### src/rtl/i2c_cc_pkg.sv
package i2c_cc_pkg;
  localparam int unsigned REG_W       = 8;
  localparam int unsigned BUSY_BIT    = 7;
  localparam int unsigned GUARD_BIT   = 6;
  localparam int unsigned SDA_MON_BIT = 5;
  localparam int unsigned RSV_HI_BIT  = 4;
  localparam int unsigned SCL_MON_BIT = 3;
  localparam int unsigned RSV_LO_BIT  = 2;

  typedef enum logic [2:0] {
    GS_IDLE,
    GS_ST_SDA,   // SDA low, SCL released
    GS_HELD,     // both low, bus owned
    GS_RS_SDA,   // SDA released, SCL low
    GS_RS_SCL,   // both released
    GS_SP_SCL    // SCL released, SDA low
  } gen_state_e;

  typedef struct packed {
    logic sda;
    logic scl;
  } lines_t;
endpackage

### src/rtl/i2c_cc_bus_mon.sv
module i2c_cc_bus_mon
  import i2c_cc_pkg::*;
#(
  parameter int unsigned SYNC_STAGES = 2
) (
  input  logic clk_i,
  input  logic rst_ni,
  input  logic sda_i,
  input  logic scl_i,
  output logic busy_o
);
  localparam int unsigned LAST = SYNC_STAGES - 1;

  lines_t sync_q [SYNC_STAGES];
  lines_t prev_q;
  logic   seen_start, seen_stop;

  always_ff @(posedge clk_i or negedge rst_ni) begin
    if (!rst_ni) sync_q[0] <= '{sda: 1'b1, scl: 1'b1};
    else         sync_q[0] <= '{sda: sda_i, scl: scl_i};
  end

  for (genvar g = 1; g < SYNC_STAGES; g++) begin : g_stage
    always_ff @(posedge clk_i or negedge rst_ni) begin
      if (!rst_ni) sync_q[g] <= '{sda: 1'b1, scl: 1'b1};
      else         sync_q[g] <= sync_q[g-1];
    end
  end

  // SCL must be high in both samples around the SDA edge
  assign seen_start = prev_q.sda & ~sync_q[LAST].sda & prev_q.scl & sync_q[LAST].scl;
  assign seen_stop  = ~prev_q.sda & sync_q[LAST].sda & prev_q.scl & sync_q[LAST].scl;

  always_ff @(posedge clk_i or negedge rst_ni) begin
    if (!rst_ni) begin
      prev_q <= '{sda: 1'b1, scl: 1'b1};
      busy_o <= 1'b0;
    end else begin
      prev_q <= sync_q[LAST];
      if (seen_start)     busy_o <= 1'b1;
      else if (seen_stop) busy_o <= 1'b0;
    end
  end
endmodule

### src/rtl/i2c_cc_gen.sv
module i2c_cc_gen
  import i2c_cc_pkg::*;
#(
  parameter int unsigned DIV_W = 8
) (
  input  logic             clk_i,
  input  logic             rst_ni,
  input  logic             start_req_i,
  input  logic             stop_req_i,
  input  logic [DIV_W-1:0] half_i,
  output logic             sda_oe_o,
  output logic             scl_oe_o,
  output logic             idle_o
);
  gen_state_e       state_q, state_d;
  logic [DIV_W-1:0] cnt_q, half_last;
  logic             timed, phase_done;

  assign half_last  = (half_i == '0) ? '0 : half_i - DIV_W'(1);
  assign timed      = (state_q == GS_ST_SDA) || (state_q == GS_RS_SDA) ||
                      (state_q == GS_RS_SCL) || (state_q == GS_SP_SCL);
  assign phase_done = timed && (cnt_q == half_last);

  always_comb begin
    state_d = state_q;
    unique case (state_q)
      GS_IDLE:   if (start_req_i) state_d = GS_ST_SDA;
      GS_HELD:   if (start_req_i)     state_d = GS_RS_SDA;
                 else if (stop_req_i) state_d = GS_SP_SCL;
      GS_ST_SDA: if (phase_done) state_d = GS_HELD;
      GS_RS_SDA: if (phase_done) state_d = GS_RS_SCL;
      GS_RS_SCL: if (phase_done) state_d = GS_ST_SDA;
      GS_SP_SCL: if (phase_done) state_d = GS_IDLE;
      default:   state_d = GS_IDLE;
    endcase
  end

  always_ff @(posedge clk_i or negedge rst_ni) begin
    if (!rst_ni) begin
      state_q <= GS_IDLE;
      cnt_q   <= '0;
    end else begin
      state_q <= state_d;
      if (state_d != state_q) cnt_q <= '0;
      else if (timed)         cnt_q <= cnt_q + DIV_W'(1);
    end
  end

  assign sda_oe_o = (state_q == GS_ST_SDA) || (state_q == GS_HELD) || (state_q == GS_SP_SCL);
  assign scl_oe_o = (state_q == GS_HELD) || (state_q == GS_RS_SDA);
  assign idle_o   = (state_q == GS_IDLE);
endmodule

### src/rtl/i2c_cond_ctrl.sv
module i2c_cond_ctrl
  import i2c_cc_pkg::*;
#(
  parameter int unsigned DIV_W       = 8,
  parameter int unsigned SYNC_STAGES = 2
) (
  input  logic             clk_i,
  input  logic             rst_ni,
  input  logic             wr_en_i,
  input  logic [REG_W-1:0] wdata_i,
  input  logic             rd_en_i,
  output logic [REG_W-1:0] rdata_o,
  input  logic             sda_i,
  input  logic             scl_i,
  input  logic [DIV_W-1:0] half_div_i,
  output logic             sda_oe_o,
  output logic             scl_oe_o
);
  localparam logic [REG_W-1:0] RST_VAL = REG_W'((1 << GUARD_BIT) | (1 << SDA_MON_BIT) |
                                               (1 << RSV_HI_BIT) | (1 << SCL_MON_BIT) |
                                               (1 << RSV_LO_BIT));

  logic             busy, gen_idle, req_ok, start_req, stop_req;
  logic [REG_W-1:0] rd_val;
  logic             unused_wdata;

  assign req_ok       = wr_en_i & ~wdata_i[GUARD_BIT];
  assign start_req    = req_ok &  wdata_i[BUSY_BIT];
  assign stop_req     = req_ok & ~wdata_i[BUSY_BIT];
  assign unused_wdata = ^wdata_i[SDA_MON_BIT:0];

  i2c_cc_bus_mon #(.SYNC_STAGES(SYNC_STAGES)) u_mon (
    .clk_i  (clk_i),
    .rst_ni (rst_ni),
    .sda_i  (sda_i),
    .scl_i  (scl_i),
    .busy_o (busy)
  );

  i2c_cc_gen #(.DIV_W(DIV_W)) u_gen (
    .clk_i       (clk_i),
    .rst_ni      (rst_ni),
    .start_req_i (start_req),
    .stop_req_i  (stop_req),
    .half_i      (half_div_i),
    .sda_oe_o    (sda_oe_o),
    .scl_oe_o    (scl_oe_o),
    .idle_o      (gen_idle)
  );

  always_comb begin
    rd_val              = '0;
    rd_val[BUSY_BIT]    = busy;
    rd_val[GUARD_BIT]   = 1'b1;
    rd_val[SDA_MON_BIT] = ~sda_oe_o;
    rd_val[RSV_HI_BIT]  = 1'b1;
    rd_val[SCL_MON_BIT] = ~scl_oe_o;
    rd_val[RSV_LO_BIT]  = 1'b1;
  end

  always_ff @(posedge clk_i or negedge rst_ni) begin
    if (!rst_ni)      rdata_o <= RST_VAL;
    else if (rd_en_i) rdata_o <= rd_val;
  end
endmodule

### config.mk
export PLATFORM = sky130hd
export DESIGN_NAME = i2c_cond_ctrl
export DESIGN_NICKNAME = d
export VERILOG_FILES = /design/src/rtl/i2c_cc_pkg.sv /design/src/rtl/i2c_cc_bus_mon.sv /design/src/rtl/i2c_cc_gen.sv /design/src/rtl/i2c_cond_ctrl.sv
export SDC_FILE = /design/constraint.sdc
export NUM_CORES = 1
export LEC_CHECK = 0
export BUFFER_PORTS_ARGS = -buffer_cell sky130_fd_sc_hd__buf_2
export CORE_AREA = 3 3 80 82
export CTS_CLUSTER_DIAMETER = 150
export DETAILED_ROUTE_END_ITERATION = 16
export DIE_AREA = 0 0 83 85
export GPL_TIMING_DRIVEN = 0
export RECOVER_POWER = 100
export SLEW_MARGIN = 20
export SYNTH_ARGS = -nofsm -noshare
export SYNTH_HDL_FRONTEND = slang
export SYNTH_HIERARCHICAL = 1
export SYNTH_SLANG_ARGS = --single-unit
### constraint.sdc
create_clock -name clk_i -period 2.1 [get_ports clk_i]
set_clock_uncertainty 0.05 [all_clocks]
set_input_delay 0.105 -clock clk_i [delete_from_list [all_inputs] [get_ports clk_i]]
set_output_delay 0.105 -clock clk_i [all_outputs]
set_load 0.01 [all_outputs]
==> results of run 1 <==
==> power groups by stage <==
stage               Sequential, mW  Combinational, mW  Clock [mW]
floorplan                    0.589              0.429           0
global placement             0.611              0.558           0
detailed placement           0.613              0.564           0
CTS                          0.632              0.570       0.260
global route                 0.674              0.625       0.277
finish                       0.656              0.552       0.249
==> worst register-to-register path, cell delays in order, from the launching register on <==
cell,delay (ns)
dfrtp_2,0.42
xor2_1,0.16
o21a_1,0.12
or4_1,0.50
nand4_1,0.11
and4_4,0.23
buf_6,0.13
o21bai_4,0.06
a221oi_2,0.20
==> state kept, by name, summed over array words and instances, names as in the netlist <==
name           count
u_gen/state_q      3
u_gen/cnt_q        8
u_mon/busy_o       1
u_mon/sync_q       4
u_mon/prev_q       2
rdata_o            3
==> timing repair <==
item	CTS	global route
gates cloned	2	0
setup buffers	8	2
endpoints found under the hold margin	15	0
hold buffers	3	0
pin swaps	11	9
endpoints found under the setup margin	11	11
gates resized for setup	17	4
==> how the worst min path moves through the flow <==
stage                       endpoint  cells past startpoint
final                     rdata_o[5]                      2
after global routing      rdata_o[5]                      2
after CTS                 rdata_o[5]                      2
after detailed placement  rdata_o[7]                      1
after global placement    rdata_o[7]                      1
after floorplan           rdata_o[7]                      0
==> through the flow <==
stage	setup TNS [ns]	util (%)	hold WS (ns)	setup slack, ns
after global routing	-0.211	32.1	0.0106	-0.0369
after detailed placement	-4.41	28.4	0.0274	-0.447
final	0	32.1	0.00587	0.0363
after CTS	0	31.8	0.00972	0.00390
after global placement	-4.68	28.4	0.0282	-0.466
after floorplan	-1.41	-	-0.241	-0.183
==> final cells by class <==
| class | count | area (sq um) |
|---|---|---|
| plain buffers | 10 | 81.3 |
| inverters | 11 | 43.8 |
| multi-input cells | 112 | 851 |
| fillers | 620 | 3950 |
| well taps | 75 | 93.8 |
| repair buffers | 33 | 213 |
| flip-flops and latches | 21 | 537 |
| clock buffers | 4 | 45.0 |
==> per-layer routing <==
metal,track usage [%],part of all wire (%)
met1,11.2,46
met2,14.4,50
met3,0.777,2.6
met4,3.27,1.8
met5,0,0
==> cell usage in the layout, fill, tap and decap left out, types with 4 or more instances in the layout <==
cell type and count:
buf_4 16, nor2_1 14, buf_2 12, dfrtp_1 12, nand2_1 12, xor2_1 10
inv_1 9, clkbuf_1 9, dfstp_2 6, conb_1 5, nand4_1 5, nand2b_1 4
==> impl_metrics.yaml, run 1 <==
status:
  outcome: "completed"
place:
  dp.cells: 251
  io_buffers: 19
  gp_congestion: 0.798
  post-dp-hpwl_mm: 2.10
  dpl_cell_area_sq_um: 1650
detailed_routing:
  drt_iter0_markers: 84
  drt_pass1_iterations: 4
  post-route-drc-count: 0
  drtAntennaViolNets: 0
  dr_total_vias: 1212
  wirelength_mm: 3.02
  avgViaCountPerCell: 4.56
  wl_per_cell_um: 11.3
critical_path:
  worstPathArrival_ns: 2.18
  r2r.worst_path.cells: 8
  cp_slowest_cell: "or3b_4"
  crit_fanout: 5
  cp_num_buf_inv: 3
  r2r_end: "u_gen/state_q[0]"
  cp.required_ns: 2.21
  worst_path_largest_cell_delay_ns: 0.43
  worstSetupEndpoint: "u_gen/state_q[1]"
  criticalPathCategory: "input pin to flop"
  crit_start: "half_div_i[1]"
  worstSetupEndpointType: "flop"
  worstSetupStartpointType: "input pin"
  path_delay_family: "compound AO/OA/AOI/OAI gates"
  worstPathCellList: "buf_2 > inv_2 > ha_4 > or3b_4 > o311a_1 > a32oi_1 > o311ai_1 > and4_4 > buf_6 > a211o_1 > o31ai_2"
  cp.depth: 11
  rrSetupSlack_ns: 0.05
  rr_startpoint: "u_gen/cnt_q[5]"
clock_tree:
  cts.sinks: 21
  cts_max_level: 1
  path_clk_slew_ns: 0.07
  clk_latency_ns: 0.25
  clockRootBuffer: "clkbuf_8"
  clock_path_buffers: 2
  numCtsBuffers: 3
  cts_tree: "yes"
finish:
  fin_nets: 216
  drive_gt1_share_pct: 31.9
  fin_cells: 266
  antenna_cells: 0
  syn2layout_area_growth_pct: 32.4
  finalInstanceArea_sq_um: 1860
sta:
  hold_viol: 0
  slew_viol_final: 0
  worstMarginPinSlew_ns: 1.06
  period_share_pct: 98.3
  setup_viol: 0
  rsz0062_at_grt: "true"
  finalCriticalPeriod_ns: 2.06
  fmaxAchievable_ghz: 0.485
  relSlewSlack_pct: 29.4
global_routing:
  globalRouteTotalUtil_pct: 8.46
  grt_pass1_vias: 1132
  grt_pass1_wl_mm: 5.13
  grt-ovfl-total: 0
  antenna_found_initial: 0
  grt_max_degree: 22
synth:
  synthesis.area_sq_um: 1410
  syn_avg_cell_area_sq_um: 9.14
  yosysWarnings: 6
  synthCells: 154
power:
  p_int_mw: 0.912
  p_sw_share_pct: 37.5
  power.total_mw: 1.46
  power.share.combinational_pct: 37.9
  p_clk_share_pct: 17.1
  p_leak_nw: 0.790
  seqPwrFrac_pct: 45.0
  peakVddDrop_mv: 0.271
  p_per_area_nw_per_um2: 782
  switchingPower_mw: 0.546
floorplanning:
  die_w_um: 83
  rows: 28
  initial_core_util_pct: 24.2
  io_pins: 32
  die_h_um: 85
  fp.dieArea_sq_um: 7060
  core_sq_um: 5820
job:
  max_cap_violations: 0
hold_path:
  min_from: "rd_en_i"
  hold_path_class: "input pin to flop"
Power figures use the tool's default switching activity.
==> run 2, diff against run 1 <==
==> constraint.sdc (replaced) <==
create_clock -name clk_i -period 2.1 [get_ports clk_i]
set_clock_uncertainty 0.05 [all_clocks]
set_input_delay 0.21 -clock clk_i [delete_from_list [all_inputs] [get_ports clk_i]]
set_output_delay 0.21 -clock clk_i [all_outputs]
set_load 0.01 [all_outputs]
==> impl_metrics.yaml, run 2 (synthesized netlist as in run 1, its figures left out) <==
critical_path:
  rr_startpoint: "u_gen/cnt_q[5]"
  r2r.worst_path.cells: 8
  worstSetupEndpointType: "flop"
  cp.required_ns: 2.21
  worstPathArrival_ns: 2.30
  r2r_end: "u_gen/state_q[0]"
  worstSetupStartpointType: "input pin"
  rrSetupSlack_ns: -0.04
  criticalPathCategory: "input pin to flop"
  crit_fanout: 5
status:
  violations: "setup timing"
  outcome: "complete, but fails checks"
finish:
  fin_cells: 265
  syn2layout_area_growth_pct: 32.8
  multi_input_area_sq_um: 860
  fin_nets: 215
  drive_gt1_share_pct: 30.5
  regArea_sq_um: 536
  largestRegisters: "u_gen/cnt_q x8, u_mon/sync_q x4"
  final_cell_mix: "buf_4, nor2_1, dfrtp_1, nand2_1, buf_2"
  antenna_cells: 0
  fillers: 611
  top_register: "u_gen/cnt_q"
  largest_reg_flops: 8
sta:
  rsz0062_at_grt: "true"
  setup_viol: 9
  finalCriticalPeriod_ns: 2.18
  worstMarginPinSlew_ns: 1.06
  setup_tns_ns: -0.501
  slew_viol_final: 0
  hold_viol: 0
  worst_slack_ns: -0.0821
  period_share_pct: 104
  fmaxAchievable_ghz: 0.458
  relSlewSlack_pct: 29.5
floorplanning:
  initial_core_util_pct: 24.2
  core_sq_um: 5820
  io_pins: 32
  die_w_um: 83
  rows: 28
  die_h_um: 85
  fp.dieArea_sq_um: 7060
clock_tree:
  clock_path_buffers: 2
  numCtsBuffers: 3
  clk_latency_ns: 0.25
  cts_max_level: 1
  path_clk_slew_ns: 0.07
  clockRootBuffer: "clkbuf_8"
  cts_tree: "yes"
  cts.sinks: 21
place:
  dp_slack_ns: -0.552
  io_buffers: 19
  gp_congestion: 0.798
  post-dp-hpwl_mm: 2.10
  dp.cells: 251
global_routing:
  grt_max_degree: 22
  grt_pass1_wl_mm: 5.04
  globalRouteTotalUtil_pct: 8.32
  grt_pass1_vias: 1113
  grt-ovfl-total: 0
  antenna_found_initial: 0
detailed_routing:
  drt_iter0_markers: 114
  drt_pass1_iterations: 4
  avgViaCountPerCell: 4.50
  wirelength_mm: 3.03
  drtAntennaViolNets: 0
  wl_per_cell_um: 11.4
  dr_total_vias: 1193
  post-route-drc-count: 0
hold_path:
  min_from: "rd_en_i"
  hold_path_class: "input pin to flop"
  hold_end: "rdata_o[5]"
  holdPathStages: 2
power:
  power.total_mw: 1.50
  p_per_area_nw_per_um2: 804
  p_leak_nw: 0.788
  peakVddDrop_mv: 0.279
job:
  max_cap_violations: 0
## run 2: changes by cell type in the layout (fill, tap and decap cells not counted), sizes merged
cell	change
buf	-2
clkbuf	+1
## run 2: how the worst max path moves through the flow
stage / from / endpoint / slack [ns] / depth (start not counted)
floorplan: half_div_i[0] / u_gen/state_q[0] / -0.29 / 9
global placement: half_div_i[0] / u_gen/state_q[0] / -0.57 / 10
detailed placement: half_div_i[0] / u_gen/state_q[1] / -0.55 / 10
CTS: half_div_i[2] / u_gen/state_q[1] / -0.10 / 9
global route: half_div_i[2] / u_gen/state_q[0] / -0.13 / 9
finish: half_div_i[2] / u_gen/state_q[0] / -0.08 / 9
## run 2: metal layers
| layer | track usage, % | up-vias | part of all wire (%) | wire, um |
|---|---|---|---|---|
| met5 | 0 | - | 0 | 0 |
| met4 | 3.27 | 0 | 1.7 | 53 |
| met3 | 0.777 | 4 | 2.3 | 71 |
| met2 | 13.8 | 19 | 50 | 1510 |
| met1 | 11.2 | 557 | 46 | 1400 |
| li1 | - | 613 | - | - |
## run 2: final cells by class
type	count	share of cell area, %
Multi-Input combinational cell	112	46.0
Sequential cell	21	28.6
Timing Repair Buffer	31	10.9
Tap cell	75	5.02
Buffer	11	4.55
Inverter	11	2.48
Clock buffer	4	2.41
## run 2: what timing repair did
item,CTS,global route
hold buffers,1,2
gates resized for setup,18,7
buffers inserted,7,2
cloned,2,0
endpoints found under the setup margin,11,11
hold endpoints to repair,13,2
pin swaps,14,10
## run 2: worst max-delay path: stages
cell,delay [ns]
buf_12,0.10
or4_4,0.55
o21a_1,0.19
or4_1,0.50
nand4_1,0.11
and4_4,0.22
buf_6,0.14
o21bai_4,0.07
a221oi_2,0.20
## run 2: stage by stage
stage               utilization, %  hold slack (ns)  instance area (sq um)
global route                  32.1            0.116                   1870
detailed placement            28.4            0.132                   1650
CTS                           31.5          0.00244                   1830
floorplan                        -           -0.136                   1470
global placement              28.4            0.133                   1650
finish                        32.1            0.111                   1870
## run 2: power breakdown
part | internal, mW | leakage, nW | switching [mW]
sequential | 0.502 | 0.251 | 0.108
clock | 0.134 | 0.0228 | 0.115
combinational | 0.303 | 0.514 | 0.340
